## config.mk

```make
export PLATFORM = sky130hd
export DESIGN_NAME = usb_dev_irq_unit
export DESIGN_NICKNAME = d
export VERILOG_FILES = /design/src/rtl/usb_irq_pkg.sv /design/src/rtl/usb_irq_idle_timer.sv /design/src/rtl/usb_irq_flag_reg.sv /design/src/rtl/usb_irq_enable_reg.sv /design/src/rtl/usb_dev_irq_unit.sv
export SDC_FILE = /design/constraint.sdc
export NUM_CORES = 1
export LEC_CHECK = 0
export ABC_AREA = 1
export BUFFER_PORTS_ARGS = -buffer_cell sky130_fd_sc_hd__buf_2
export CORE_ASPECT_RATIO = 0.75
export CORE_MARGIN = 1.5
export CORE_UTILIZATION = 56
export DETAILED_ROUTE_END_ITERATION = 6
export GPL_TIMING_DRIVEN = 1
export PLACE_DENSITY = 0.79
export RECOVER_POWER = 50
export SYNTH_ARGS = -nofsm -noshare
export SYNTH_HDL_FRONTEND = slang
export SYNTH_SLANG_ARGS = --single-unit
export TNS_END_PERCENT = 30
```

## constraint.sdc

```tcl
create_clock -name clk -period 1.7 [get_ports clk]
set_clock_uncertainty 0.05 [all_clocks]
set_input_delay 0.425 -clock clk [delete_from_list [all_inputs] [get_ports clk]]
set_output_delay 0.425 -clock clk [all_outputs]
set_load 0.01 [all_outputs]
```

## src/rtl/usb_irq_pkg.sv

```systemverilog
package usb_irq_pkg;

    localparam int NUM_SRC = 7;

    typedef enum logic [2:0] {
        SRC_SUSPEND    = 3'd0,
        SRC_UFRAME     = 3'd1,
        SRC_FRAME      = 3'd2,
        SRC_BUSRST_END = 3'd3,
        SRC_WAKEUP     = 3'd4,
        SRC_RESUME_END = 3'd5,
        SRC_UP_RESUME  = 3'd6
    } src_e;

    typedef logic [NUM_SRC-1:0] src_vec_t;

    typedef enum logic {
        SEL_FLAGS   = 1'b0,
        SEL_ENABLES = 1'b1
    } reg_sel_e;

    typedef struct packed {
        logic     wr;
        reg_sel_e sel;
        src_vec_t data;
    } reg_wr_t;

    localparam src_vec_t EN_RESET_VAL = src_vec_t'(1) << SRC_BUSRST_END;

    // write-zero-to-clear with hardware set applied last
    function automatic src_vec_t next_flags(src_vec_t cur, logic clr_en,
                                            src_vec_t keep_mask, src_vec_t hw);
        src_vec_t v;
        v = clr_en ? (cur & keep_mask) : cur;
        return v | hw;
    endfunction

    function automatic logic [7:0] widen(src_vec_t v);
        return {1'b0, v};
    endfunction

endpackage

```

## src/rtl/usb_irq_idle_timer.sv

```systemverilog
module usb_irq_idle_timer #(
    parameter int CYC_PER_MS  = 60000,
    parameter int IDLE_FRAMES = 3
) (
    input  logic clk,
    input  logic rst,
    input  logic line_is_j,
    output logic susp_pulse
);
    localparam int LIMIT = CYC_PER_MS * IDLE_FRAMES;
    localparam int CW    = $clog2(LIMIT + 1);

    logic [CW-1:0] cnt_q;
    logic          fired_q;
    logic          pulse_q;

    always_ff @(posedge clk) begin
        if (rst) begin
            cnt_q   <= '0;
            fired_q <= 1'b0;
            pulse_q <= 1'b0;
        end else begin
            pulse_q <= 1'b0;
            if (!line_is_j) begin
                cnt_q   <= '0;
                fired_q <= 1'b0;
            end else if (!fired_q) begin
                if (cnt_q == CW'(LIMIT - 1)) begin
                    pulse_q <= 1'b1;
                    fired_q <= 1'b1;
                end else begin
                    cnt_q <= cnt_q + 1'b1;
                end
            end
        end
    end

    assign susp_pulse = pulse_q;
endmodule

```

## src/rtl/usb_irq_flag_reg.sv

```systemverilog
module usb_irq_flag_reg
    import usb_irq_pkg::*;
(
    input  logic     clk,
    input  logic     rst,
    input  reg_wr_t  wr,
    input  src_vec_t hw_set,
    output src_vec_t flags
);
    logic clr_en;
    assign clr_en = wr.wr && (wr.sel == SEL_FLAGS);

    src_vec_t nxt;
    assign nxt = next_flags(flags, clr_en, wr.data, hw_set);

    for (genvar i = 0; i < NUM_SRC; i++) begin : g_bit
        always_ff @(posedge clk) begin
            if (rst) flags[i] <= 1'b0;
            else     flags[i] <= nxt[i];
        end
    end
endmodule

```

## src/rtl/usb_irq_enable_reg.sv

```systemverilog
module usb_irq_enable_reg
    import usb_irq_pkg::*;
(
    input  logic     clk,
    input  logic     rst,
    input  reg_wr_t  wr,
    output src_vec_t enables
);
    always_ff @(posedge clk) begin
        if (rst)                                  enables <= EN_RESET_VAL;
        else if (wr.wr && wr.sel == SEL_ENABLES)  enables <= wr.data;
    end
endmodule

```

## src/rtl/usb_dev_irq_unit.sv

```systemverilog
module usb_dev_irq_unit
    import usb_irq_pkg::*;
#(
    parameter int CYC_PER_MS  = 60000,
    parameter int IDLE_FRAMES = 3
) (
    input  logic       clk,
    input  logic       rst,
    input  logic       line_is_j,
    input  logic       evt_bus_reset_end,
    input  logic       evt_frame_start,
    input  logic       evt_uframe_start,
    input  logic       evt_wakeup,
    input  logic       evt_resume_end,
    input  logic       evt_up_resume,
    input  logic       reg_wr,
    input  logic       reg_sel,
    input  logic [7:0] reg_wdata,
    output logic [7:0] reg_rdata,
    output logic       irq
);
    logic     susp_pulse;
    src_vec_t hw_set;
    src_vec_t flags_q;
    src_vec_t en_q;
    reg_wr_t  wr_req;
    logic     wr_flags;
    logic     irq_q;
    logic     unused_wdata_msb;

    assign unused_wdata_msb = reg_wdata[7];

    assign wr_req.wr   = reg_wr;
    assign wr_req.sel  = reg_sel_e'(reg_sel);
    assign wr_req.data = reg_wdata[NUM_SRC-1:0];
    assign wr_flags    = reg_wr && (reg_sel == SEL_FLAGS);

    always_comb begin
        hw_set                 = '0;
        hw_set[SRC_SUSPEND]    = susp_pulse;
        hw_set[SRC_UFRAME]     = evt_uframe_start;
        hw_set[SRC_FRAME]      = evt_frame_start;
        hw_set[SRC_BUSRST_END] = evt_bus_reset_end;
        hw_set[SRC_WAKEUP]     = evt_wakeup;
        hw_set[SRC_RESUME_END] = evt_resume_end;
        hw_set[SRC_UP_RESUME]  = evt_up_resume;
    end

    usb_irq_idle_timer #(
        .CYC_PER_MS (CYC_PER_MS),
        .IDLE_FRAMES(IDLE_FRAMES)
    ) u_idle (
        .clk       (clk),
        .rst       (rst),
        .line_is_j (line_is_j),
        .susp_pulse(susp_pulse)
    );

    usb_irq_flag_reg u_flags (
        .clk   (clk),
        .rst   (rst),
        .wr    (wr_req),
        .hw_set(hw_set),
        .flags (flags_q)
    );

    usb_irq_enable_reg u_en (
        .clk    (clk),
        .rst    (rst),
        .wr     (wr_req),
        .enables(en_q)
    );

    always_comb begin
        unique case (wr_req.sel)
            SEL_FLAGS:   reg_rdata = widen(flags_q);
            SEL_ENABLES: reg_rdata = widen(en_q);
            default:     reg_rdata = '0;
        endcase
    end

    always_ff @(posedge clk) begin
        if (rst) irq_q <= 1'b0;
        else     irq_q <= |(flags_q & en_q);
    end

    assign irq = irq_q;
endmodule

```

### Word level (Yosys, flattened, before mapping)

Index checks and enable logic that the tools add are counted.

| word-level totals | value |
|---|---|
| register bits after elaboration | 35 |
| input bits | 19 |

| cells by class | value |
|---|---|
| $add $sub $neg | 1 |
| equal/unequal tests | 1 |
| muxes and demuxes | 4 |
| bitwise gates (word level) | 7 |
| reduce and logical (&&, ||, !) cells | 6 |

Operator list:

| operator | count |
|---|---|
| $add A18 B1 Y18 const B | 1 |
| $eq A18 B18 Y1 const B | 1 |
| $pmux W8 S2 | 1 |
| $and A7 B7 Y7 | 2 |
| $mux W7 | 1 |
| $or A7 B7 Y7 | 1 |
| $reduce_or A7 Y1 | 1 |
| $not A1 Y1 | 4 |
| $reduce_or A3 Y1 | 1 |
| $logic_and A1 B1 Y1 | 2 |
| $mux W1 | 2 |
| $reduce_and A2 Y1 | 1 |
| $reduce_or A2 Y1 | 1 |

### Depth between registers and ports, before layout

| depth | value |
|---|---|
| depth after elaboration | 4 |
| gate-level depth with buffers | 10 |

### Cells and area by module

Synthesis repeated with hierarchy kept, for this count alone.

| unflattened totals | value |
|---|---|
| cell total of the unflattened synthesis | 291 |
| area, all modules | 2016.9 um2 |

By module, submodules not included:

| module | times used | cells an instance | area an instance (um2) | sequential area each (um2) |
|---|---|---|---|---|
| usb_irq_idle_timer | 1 | 180 | 1234.9 | 400.4 |
| usb_irq_flag_reg | 1 | 43 | 292.8 | 140.1 |
| usb_irq_enable_reg | 1 | 43 | 287.8 | 140.1 |
| usb_dev_irq_unit | 1 | 25 | 201.4 | 20.0 |

### Worst setup path after synthesis

Ideal clock, no wire load.

| timing path | value |
|---|---|
| path kind | reg-to-reg |
| start point | register u_idle.cnt_q[0] |
| end point | register u_idle.cnt_q[1] |
| library setup time | 0.116 ns |
| data arrival time | 1.379 ns |
| data required time | 1.534 ns |
| slack | 0.156 ns |
| cell stages (with the launch flop) | 10 |
| path buffers | 1 |
| cell sequence | dfxtp_1 -> ha_1 -> nand3_2 -> nor3_2 -> nand2_2 -> nand2_4 -> inv_4 -> buf_6 -> nor2_1 -> nor2_1 |

| on the way | value |
|---|---|
| cells in the longest elaborated chain, start to end | 3 |

Ends and longest elaborated chain:

| element | line | text |
|---|---|---|
| start, declared | usb_irq_idle_timer.sv:13 | `logic [CW-1:0] cnt_q;` |
| start signal, assigned | usb_irq_idle_timer.sv:32 | `cnt_q <= cnt_q + 1'b1;` |
| branches (longest 3 deep; another with $add A18 B1 Y18) | - |  |

Parallel ways; which one is timed is not known.
A chain may end at the register's enable or synchronous reset.

### Final worst setup path

| timing path | value |
|---|---|
| start point | register u_idle.cnt_q[0] |
| end point | register u_idle.cnt_q[2] |

Same word-level chain as after synthesis.

==> summary.txt <==
Status: finished, final reports clean
Post-synthesis sequential area ratio: 0.371
Synthesized net count: 297
Core Region: 3270 µm²
Hold WC Path Type: input pin to flop
Switching Fraction: 0.240
Final Setup Violations: 0
Max Fclk: 624 MHz
CP max FO: 12
Pin count of the biggest net entering global routing: 20
DRC Markers: 0
RSZ-0062 raised after global routing: no
Storage cell area: 703 µm²
Clock latency on the worst-skew pair: 0.28 ns
Final cell count without fillers: 352
Period utilization: 0.943
Asr flop ratio synth: 0
Top-Level Pins: 28
Die area: 3740 µm²
Clock sink count: 35
Hold Fails Final Rpt: 0
Min Hold Slack: 0.300 ns
Worst setup margin: 0.0973 ns
Crit Reg-Reg Endpoint: u_idle.cnt_q[2]$_SDFFE_PP0P_
First-pass GRT wire length: 6820 µm
Setup crit end kind: flop
Clock transition at path regs: 0.07 ns
DP Worst Slack: 0.0598 ns
Dominant synthesized flop cell: dfxtp_1
Clock tree buffer depth: 2
CTS Buf Count: 5
Leakage: 0.902 nW
Post-CTS Hold Buffers: 0
P per Cell Area: 730 nW/µm²
Final min period: 1.60 ns
FF-to-FF path depth: 8
# diodes: 0
Seq cells post-synth: 35
FF-to-FF Start: u_idle.cnt_q[0]$_SDFFE_PP0P_
Overflow after GRT: 0
Max Transition Viols Final: 0
Synth unique cells: 30
Clock share of power: 0.378
Mapped Cells: 277
CTS tree: done
Setup TNS: 0 ns
Sequential share of power: 0.540
Fillers: 295
Die X: 70.1 µm
DR vias/cell: 5.26
Final Wtd Congestion: 0.880
Peak supply drop: 574 µV
Placed Cells incl. Taps: 345
Min-Delay Endpoint: u_en.enables[3]$_SDFFE_PP1P_
DR WL/cell: 12.1 µm
Vias: 1852
Post-Syn Area: 1890 µm²
Worst Path Required: 1.86 ns
CTS Root Cell: clkbuf_8
Total Routing Usage GR: 0.238
Die Span Y: 53.3 µm
IO buf count: 25
Area of the multi-input gates: 1050 µm²
Hold path depth: 3
EDFF count, synth: 0
DRT antenna net count: 0
Final Power: 1.60 mW
WL final: 4280 µm
Starting Density: 0.579
FF-to-FF setup slack: 0.1 ns
DRT iter0 DRCs: 127
Critical path startpoint category: flop
Hold_sp: reg_wdata[3]
YS warnings: 0
Drt first pass iters: 5
Num rows: 18
Share of post-route cells with drive strength above 1: 0.218
H-tree depth: 2
Net Sw Power: 0.384 mW
Worst Path Arrival: 1.77 ns
Post-CTS Repair Setup Buffers: 0
Int Pwr: 1.22 mW
Final HPWL DP: 3060 µm
Final #Nets: 332
Kind of critical path: flop to flop
Number of global-route vias before repair: 1536
Initial antenna violation count: 0
Syn_area_per_cell: 6.83 µm²
Area Growth Syn to Fin: 15.9%
Comb power frac: 0.082
Max-cap violations: 0
flip-flops by register name (all words and copies together) (netlist names):
name	count
u_flags.flags	7
u_en.enables	7
irq	1
u_idle.susp_pulse	1
u_idle.cnt_q	18
u_idle.fired_q	1
power groups by stage:
| stage | clock network [mW] | logic (mW) | registers, mW |
|---|---|---|---|
| floorplan | 0 | 0.0785 | 0.879 |
| global placement | 0 | 0.128 | 0.880 |
| detailed placement | 0 | 0.131 | 0.882 |
| CTS | 0.611 | 0.132 | 0.863 |
| global route | 0.648 | 0.151 | 0.867 |
| finish | 0.604 | 0.131 | 0.864 |
what timing repair did:
| item | CTS | global route |
|---|---|---|
| hold endpoints to repair | 0 | 0 |
| setup endpoints to repair | 0 | 18 |
| gates resized for setup | 0 | 5 |
critical path, cell delays in order (launching register included):
cell and delay [ns]:
dfxtp_2 0.36, ha_1 0.19, nand3_2 0.15, nor3_2 0.17
nand2_2 0.14, nand2_8 0.14, buf_4 0.14, nand2_1 0.04
a21oi_1 0.15
cells in the mapped netlist (2+ instances only):
cell | instances | area [µm²]
inv_2 | 2 | 7.51
nand2_1 | 85 | 319
nor2_1 | 35 | 131
nor3_2 | 3 | 30.0
nand4_1 | 4 | 25.0
xnor2_1 | 5 | 43.8
o21ai_0 | 16 | 80.1
buf_2 | 3 | 15.0
a21oi_2 | 10 | 87.6
and2_1 | 2 | 12.5
nand3_1 | 13 | 65.1
nand3_2 | 2 | 20.0
a21oi_1 | 14 | 70.1
dfxtp_1 | 35 | 701
nand2_2 | 6 | 37.5
xor2_1 | 6 | 52.6
inv_1 | 23 | 86.3
how the worst max path moves through the flow:
| stage | start | to | slack (ns) | cells past startpoint |
|---|---|---|---|---|
| 2_1_floorplan | u_idle.cnt_q[0]$_SDFFE_PP0P_ | u_idle.cnt_q[1]$_SDFFE_PP0P_ | 0.16 | 9 |
| 3_3_place_gp | u_idle.cnt_q[0]$_SDFFE_PP0P_ | u_idle.cnt_q[12]$_SDFFE_PP0P_ | 0.11 | 8 |
| 3_5_place_dp | u_idle.cnt_q[0]$_SDFFE_PP0P_ | u_idle.cnt_q[15]$_SDFFE_PP0P_ | 0.06 | 8 |
| 4_1_cts | u_idle.cnt_q[0]$_SDFFE_PP0P_ | u_idle.cnt_q[2]$_SDFFE_PP0P_ | 0.02 | 8 |
| 5_1_grt | u_idle.cnt_q[0]$_SDFFE_PP0P_ | u_idle.cnt_q[5]$_SDFFE_PP0P_ | 0.006 | 8 |
| 6_report | u_idle.cnt_q[0]$_SDFFE_PP0P_ | u_idle.cnt_q[2]$_SDFFE_PP0P_ | 0.1 | 8 |
placed cells by master (no fill, tap or decap), drive strengths merged:
cell	n
a21oi	24
conb	1
xnor2	5
dfxtp	35
a41oi	1
nor4	1
nor3	3
and2	2
nand2	92
nand3	15
clkbuf	9
buf	32
xor2	6
nor2	36
o21ai	16
o22ai	1
ha	1
clkinv	1
nand3b	1
nand4	4
inv	26
stage by stage:
step | util | area (µm²)
2_1_floorplan | - | 1890
3_3_place_gp | 0.639 | 2090
3_5_place_dp | 0.639 | 2090
4_1_cts | 0.666 | 2180
5_1_grt | 0.671 | 2190
6_report | 0.671 | 2190
cells by family (layout without fill, tap and decap cells):
kind of cell	after synthesis	in the layout	share of synthesized area
AO/OA/AOI/OAI	42	42	0.134
XOR/XNOR	11	11	0.0510
adder cells (fa/ha/maj)	1	1	0.00662
buffers and inverters	33	68	0.0807
flip-flops	35	35	0.371
other	1	1	0.00198
AND/OR/NAND/NOR	154	154	0.355
cell type report:
type	count	share of cell area
clock buffer	6	0.0377
clock inverter	1	0.00228
multi-input combinational	209	0.481
timing repair buffer	35	0.0897
tap	40	0.0228
inverter	26	0.0457
sequential	35	0.321
per-layer routing:
layer / vias to the layer above / global-route usage / share of wire
met3: 6 / 0.0552 / 0.070
li1: 945 / - / -
met2: 65 / 0.362 / 0.44
met4: 0 / 0.103 / 0.012
met1: 836 / 0.324 / 0.48
met5: - / 0 / 0
Note: power is estimated with default switching activity, not from simulation.
